==> src/rtl/lcsw_pkg.sv <==
package lcsw_pkg;

    // Mode of the card: read source x write permission
    typedef enum logic [1:0] {
        ST_ROM_PROT = 2'd0,
        ST_RAM_PROT = 2'd1,
        ST_ROM_WREN = 2'd2,
        ST_RAM_WREN = 2'd3
    } lc_state_e;

    // Command carried in address bits [1:0]
    typedef enum logic [1:0] {
        OP_RAM_WP  = 2'b00,
        OP_ROM_ARM = 2'b01,
        OP_ROM_WP  = 2'b10,
        OP_RAM_ARM = 2'b11
    } lc_op_e;

    typedef struct packed {
        logic       io_hit;   // address lies in the I/O page
        logic       sw_hit;   // address lies in the switch window
        logic       bank_sel; // bit 3 of the address
        lc_op_e     op;       // bits [1:0]
        logic [7:0] key;      // low address byte kept in history
    } lc_dec_t;

endpackage

==> src/rtl/lcsw_decode.sv <==
module lcsw_decode
    import lcsw_pkg::*;
#(
    parameter int          ADDR_W  = 16,
    parameter logic [7:0]  IO_PAGE = 8'hC0,
    parameter logic [3:0]  SW_NIB  = 4'h8
) (
    input  logic [ADDR_W-1:0] addr,
    output lc_dec_t           dec
);
    localparam int PAGE_LSB = ADDR_W - 8;

    logic page_match;

    always_comb begin
        page_match   = (addr[ADDR_W-1:PAGE_LSB] == IO_PAGE);
        dec.io_hit   = page_match;
        dec.sw_hit   = page_match && (addr[7:4] == SW_NIB);
        dec.bank_sel = addr[3];
        dec.op       = lc_op_e'(addr[1:0]);
        dec.key      = addr[7:0];
    end

    // Bits between the page byte and the low byte stay unused when ADDR_W > 16
    generate
        if (PAGE_LSB > 8) begin : g_mid
            logic unused_mid;
            assign unused_mid = ^addr[PAGE_LSB-1:8];
        end
    endgenerate

endmodule

==> src/rtl/lcsw_history.sv <==
module lcsw_history #(
    parameter int               KEY_W = 8,
    parameter logic [KEY_W-1:0] MASK  = 8'hF3
) (
    input  logic             clk,
    input  logic             rst_n,
    input  logic             rec,      // valid I/O-page access this cycle
    input  logic             dir_wr,   // 1: write, 0: read
    input  logic [KEY_W-1:0] key,
    output logic             repeat_hit
);
    localparam int N_DIR = 2;

    logic [KEY_W-1:0] last_q [N_DIR];

    generate
        for (genvar g = 0; g < N_DIR; g++) begin : g_dir
            always_ff @(posedge clk) begin
                if (!rst_n) begin
                    last_q[g] <= '0;
                end else if (rec && (dir_wr == g[0])) begin
                    last_q[g] <= key;
                end
            end
        end
    endgenerate

    always_comb begin
        repeat_hit = ((last_q[dir_wr] & MASK) == (key & MASK));
    end

endmodule

==> src/rtl/lcsw_fsm.sv <==
module lcsw_fsm
    import lcsw_pkg::*;
(
    input  logic   clk,
    input  logic   rst_n,
    input  logic   step,        // valid switch access
    input  lc_op_e op,
    input  logic   bank_sel,
    input  logic   repeat_hit,
    output logic   bank_one,
    output logic   rd_ram,
    output logic   wr_en
);
    lc_state_e state_q, state_d;
    logic      bank_q;

    // Next-state logic
    always_comb begin
        logic arm_ok;
        arm_ok  = wr_en || repeat_hit;
        state_d = state_q;
        if (step) begin
            unique case (op)
                OP_RAM_WP:  state_d = ST_RAM_PROT;                          // T_PROTECT
                OP_ROM_WP:  state_d = ST_ROM_PROT;                          // T_PROTECT
                OP_ROM_ARM: state_d = arm_ok ? ST_ROM_WREN : ST_ROM_PROT;   // T_ARM_*/T_HOLD_WE
                OP_RAM_ARM: state_d = arm_ok ? ST_RAM_WREN : ST_RAM_PROT;   // T_ARM_*/T_HOLD_WE
            endcase
        end
    end

    // State register and bank bit
    always_ff @(posedge clk) begin
        if (!rst_n) begin
            state_q <= ST_ROM_PROT;
            bank_q  <= 1'b1;
        end else begin
            state_q <= state_d;
            if (step) begin
                bank_q <= bank_sel;
            end
        end
    end

    // Outputs per state
    always_comb begin
        unique case (state_q)
            ST_ROM_PROT: begin rd_ram = 1'b0; wr_en = 1'b0; end
            ST_RAM_PROT: begin rd_ram = 1'b1; wr_en = 1'b0; end
            ST_ROM_WREN: begin rd_ram = 1'b0; wr_en = 1'b1; end
            ST_RAM_WREN: begin rd_ram = 1'b1; wr_en = 1'b1; end
        endcase
        bank_one = bank_q;
    end

endmodule

==> src/rtl/lcsw_ctrl.sv <==
module lcsw_ctrl
    import lcsw_pkg::*;
#(
    parameter int         ADDR_W  = 16,
    parameter logic [7:0] IO_PAGE = 8'hC0,
    parameter logic [3:0] SW_NIB  = 4'h8,
    parameter logic [7:0] H_MASK  = 8'hF3,
    parameter int         STAT_W  = 8
) (
    input  logic              clk,
    input  logic              rst_n,
    input  logic              acc_valid,
    input  logic              acc_write,
    input  logic [ADDR_W-1:0] acc_addr,
    output logic              bank_one,
    output logic              ram_read_en,
    output logic              ram_write_en,
    output logic [STAT_W-1:0] stat_bank,
    output logic [STAT_W-1:0] stat_ram_rd
);
    localparam logic [STAT_W-1:0] STAT_SET = STAT_W'(1) << (STAT_W - 1);

    lc_dec_t dec;
    logic    repeat_hit;

    lcsw_decode #(
        .ADDR_W (ADDR_W),
        .IO_PAGE(IO_PAGE),
        .SW_NIB (SW_NIB)
    ) u_decode (
        .addr(acc_addr),
        .dec (dec)
    );

    lcsw_history #(
        .KEY_W(8),
        .MASK (H_MASK)
    ) u_history (
        .clk       (clk),
        .rst_n     (rst_n),
        .rec       (acc_valid && dec.io_hit),
        .dir_wr    (acc_write),
        .key       (dec.key),
        .repeat_hit(repeat_hit)
    );

    lcsw_fsm u_fsm (
        .clk       (clk),
        .rst_n     (rst_n),
        .step      (acc_valid && dec.sw_hit),
        .op        (dec.op),
        .bank_sel  (dec.bank_sel),
        .repeat_hit(repeat_hit),
        .bank_one  (bank_one),
        .rd_ram    (ram_read_en),
        .wr_en     (ram_write_en)
    );

    always_comb begin
        stat_bank   = bank_one    ? '0 : STAT_SET;
        stat_ram_rd = ram_read_en ? STAT_SET : '0;
    end

endmodule

==> config.mk <==
export PLATFORM = sky130hd
export DESIGN_NAME = lcsw_ctrl
export DESIGN_NICKNAME = d
export VERILOG_FILES = /design/src/rtl/lcsw_pkg.sv /design/src/rtl/lcsw_decode.sv /design/src/rtl/lcsw_history.sv /design/src/rtl/lcsw_fsm.sv /design/src/rtl/lcsw_ctrl.sv
export SDC_FILE = /design/constraint.sdc
export NUM_CORES = 1
export LEC_CHECK = 0
export BUFFER_PORTS_ARGS = -buffer_cell sky130_fd_sc_hd__buf_4
export CORE_MARGIN = 2
export CORE_UTILIZATION = 50
export CTS_BUF_LIST = sky130_fd_sc_hd__clkbuf_16
export DETAILED_ROUTE_END_ITERATION = 16
export PLACE_DENSITY = 0.83
export REMOVE_ABC_BUFFERS = 1
export SYNTH_ARGS = -nofsm -noshare
export SYNTH_HDL_FRONTEND = slang
export SYNTH_SLANG_ARGS = --single-unit
==> constraint.sdc <==
create_clock -name clk -period 5 [get_ports clk]
set_clock_uncertainty 0.1 [all_clocks]
set_input_delay 1.5 -clock clk [delete_from_list [all_inputs] [get_ports clk]]
set_output_delay 1.5 -clock clk [all_outputs]
set_load 0.1 [all_outputs]
==> reports/summary.log <==
INFO  worst_setup_path critical_path_depth=4
INFO  cts            numCtsBuffers=3
INFO  timing         slew_viol_final=0
INFO  grt            grt_pass1_wl=2.66mm
INFO  route          final_antenna_violating_net_count=0
INFO  min_path       min-delay-path-class=register to register
INFO  timing         finalSetupViolCount=0
INFO  cells_and_area postLayoutCellArea=1140um^2
INFO  place          placedInstanceArea=1060um^2
INFO  place          post-place-cells=130
INFO  worst_setup_path cp_data_arrival_time=2980ps
INFO  timing         slew_headroom=40.2%
INFO  route          detail_route.wirelength=1.67mm
INFO  logic_synthesis post_synth_inst_count=87
INFO  logic_synthesis ys_seq_elements=15
INFO  grt            largest_net_degree_at_the_start_of_global_routing=11
INFO  timing         timing.final.crit_period=3210ps
INFO  place          placement.io_buffers=23
INFO  route          drt_iter0_drc=9
INFO  worst_setup_path crit_path_cell_trace=buf_4, nor4b_1, nand4_1, o21ai_0
INFO  cts            cts_sinks=15
INFO  route          met3_wirelength=101um
INFO  floorplanning  initial_core_utilization=54.0%
INFO  timing         timing.final.crit_share=64.2%
INFO  place          dp.final_hpwl=1.32mm
INFO  cts            ctsResizeCount=0
INFO  timing         hold_worst_slack=385ps
INFO  cells_and_area layout.cells.most_common_list=sky130_fd_sc_hd__buf_4 (23), sky130_fd_sc_hd__conb_1 (14), sky130_fd_sc_hd__and2_1 (12), sky130_fd_sc_hd__edfxtp_1 (12), sky130_fd_sc_hd__mux2i_1 (7)
INFO  worst_setup_path cp_max_stage_delay=730ps
INFO  logic_synthesis post_synth_edffs=12
INFO  route          drt_drc_violations_left=0
INFO  worst_setup_path worstSetupEndpointType=register
INFO  floorplanning  dieWidth=47.4um
INFO  logic_synthesis synth.cell_area=942um^2
INFO  floorplanning  chipHeight=47.4um
INFO  cells_and_area util_after_layout=65.5%
INFO  cts            post-cts-setup-buffer-count=0
INFO  worst_setup_path startpoint_type=input port
INFO  floorplanning  floorplan.die_area=2250um^2
INFO  timing         rsz_0062_raised_after_global_routing=no
INFO  worst_setup_path path_class=input port to register
INFO  cells_and_area insertedDiodeCount=0
INFO  timing         achievable-frequency=0.311GHz
INFO  cells_and_area share_of_post_route_cells_with_drive_strength_above_1=27.5%
INFO  cts            holdBufCountCts=0
INFO  job            max_capacitance_violation_total=0
INFO  cells_and_area layout_commonest_cell=sky130_fd_sc_hd__buf_4
INFO  logic_synthesis yosys.cell_types.count=28
INFO  worst_setup_path timing.critical_path.slowest_stage_cell=sky130_fd_sc_hd__o21ai_0
INFO  timing         tns=0ps
INFO  cts            ctsLongestPathBuffers=2
INFO  place          routabilityCongestion=0.726
INFO  logic_synthesis syn-mean-instance-area=10.8um^2
INFO  worst_setup_path startpoint_of_the_most_critical_setup_path=acc_addr[10]
INFO  logic_synthesis yosysWarningCount=0
INFO  cells_and_area synthToLayoutAreaGrowth=21.4%
INFO  route          detailedRoute.firstPassIterationCount=4
INFO  route          met2WireLength=840um
INFO  worst_setup_path bufs_and_invs_on_worst_path=1
INFO  logic_synthesis seq_area_frac_synth=44.6%
INFO  timing         final_hold_viol_count=0
INFO  cts            ctsHtreeMaxLevel=1
INFO  floorplanning  fp-row-count=15
INFO  timing         timing_worst_slew_pin_value=887ps
INFO  logic_synthesis synthFlopType=sky130_fd_sc_hd__edfxtp_1
INFO  route          maxUsedRoutingLayer=met4
INFO  grt            first_global_vias=650
INFO  route          viasPerCell=4.61
INFO  worst_setup_path cp_required=4770ps
INFO  logic_synthesis synthArstFlopShare=0%
INFO  min_path       worst_hold_startpoint=u_fsm.state_q[0]$_SDFFE_PN0P_
INFO  grt            globalRoute.totalOverflow=0
INFO  worst_setup_path timing.critical_path.max_delay_family=compound AO/OA/AOI/OAI gates
INFO  floorplanning  top_level_ports=39
INFO  route          met1_length=691um
INFO  min_path       timing.hold.worst_path_depth=2
INFO  place          preCtsSetupSlack=1510ps
INFO  worst_setup_path timing.rr.start=u_history.last_q[1][6]$_SDFFCE_PN0P_
INFO  power          ir_worst_vdd=0.000197V
INFO  timing         fin_ws=1790ps
INFO  cells_and_area nFillCells=140
INFO  worst_setup_path critical_path_peak_fanout=6
INFO  cts            insertion_delay=250ps
INFO  cells_and_area fin_cells=134
INFO  power          p_per_area=327nW/um^2
INFO  cts            cts_root_buffer=sky130_fd_sc_hd__clkbuf_16
INFO  route          post_drt_wl_per_cell=12.5um
INFO  route          detailroute.via_count=618
INFO  cts            cts_tree=yes
INFO  cells_and_area fin_nets=133
INFO  grt            grt_use_total=18.4%
INFO  run_status     status=completed
INFO  grt            grt_antenna_before_repair=0
INFO  cts            clk_pin_slew_worst_paths=50ps
INFO  floorplanning  core_region_area=1750um^2
INFO  power          p_leak=0.518nW
INFO  worst_setup_path number_of_cells_traversed_by_the_worst_register_to_register_path=4
INFO  power          fin_total_pwr=0.374mW
-- flip-flops by register name, summed over array words and instances (netlist names) --
signal,cells
u_fsm.state_q,2
u_history.last_q,12
u_fsm.bank_one,1
-- cell type report --
| class | count | area [um^2] | area share, % |
|---|---|---|---|
| Sequential cell | 15 | 420 | 36.8 |
| Tap cell | 25 | 31.3 | 2.74 |
| Clock buffer | 3 | 75.1 | 6.56 |
| Inverter | 3 | 11.3 | 0.985 |
| Timing Repair Buffer | 23 | 173 | 15.1 |
| Clock inverter | 1 | 5.00 | 0.438 |
| Multi-Input combinational cell | 64 | 428 | 37.4 |
-- worst min-delay path, stage by stage (launching register included) --
cell and delay, ps:
sky130_fd_sc_hd__dfxtp_1 320, sky130_fd_sc_hd__nand2_1 60, sky130_fd_sc_hd__a21boi_0 60
-- kinds of logic (layout without fill, tap and decap cells) --
logic type / after synthesis / in the layout / share of synthesized area, %
and+or+nand+nor: 29 / 29 / 18.9
buffers and inverters: 21 / 30 / 15.1
DFF: 15 / 15 / 44.6
muxes: 7 / 7 / 7.44
xor gates and xnor gates: 6 / 6 / 5.58
AOI/OAI and AO/OA: 5 / 5 / 3.98
adders and majority gates: 3 / 3 / 3.98
other: 1 / 14 / 0.398
-- final timing paths --
check	endpoint	slack, ps
hold / removal	u_fsm.state_q[0]$_SDFFE_PN0P_	390
setup / recovery	u_history.last_q[0][6]$_SDFFCE_PN0P_	1790
hold reg to reg	u_fsm.state_q[0]$_SDFFE_PN0P_	390
setup reg to reg	u_fsm.state_q[1]$_SDFFE_PN0P_	3370
-- metal layers --
metal	up-vias	track usage [%]
met1	278	20.5
met5	-	0
li1	311	-
met2	24	31.1
met4	0	11.7
met3	5	4.53
-- where the power goes --
part | internal [mW] | switching [mW] | total [mW]
registers | 0.140 | 0.00132 | 0.141
clock network | 0.107 | 0.0479 | 0.155
logic | 0.0177 | 0.0606 | 0.0783
total | 0.264 | 0.110 | 0.374
-- Yosys cell counts (2+ instances only) --
cell type / count / share of area (%)
sky130_fd_sc_hd__nor4b_1: 2 / 1.9
sky130_fd_sc_hd__dfxtp_1: 3 / 6.4
sky130_fd_sc_hd__mux2i_1: 7 / 7.4
sky130_fd_sc_hd__edfxtp_1: 12 / 38
sky130_fd_sc_hd__clkbuf_1: 2 / 0.80
sky130_fd_sc_hd__and2_1: 12 / 8.0
sky130_fd_sc_hd__ha_1: 3 / 4.0
sky130_fd_sc_hd__xor2_1: 2 / 1.9
sky130_fd_sc_hd__xnor2_1: 4 / 3.7
sky130_fd_sc_hd__nand2_1: 6 / 2.4
sky130_fd_sc_hd__inv_1: 3 / 1.2
sky130_fd_sc_hd__buf_4: 15 / 12
Power figures use the tool's default switching activity.
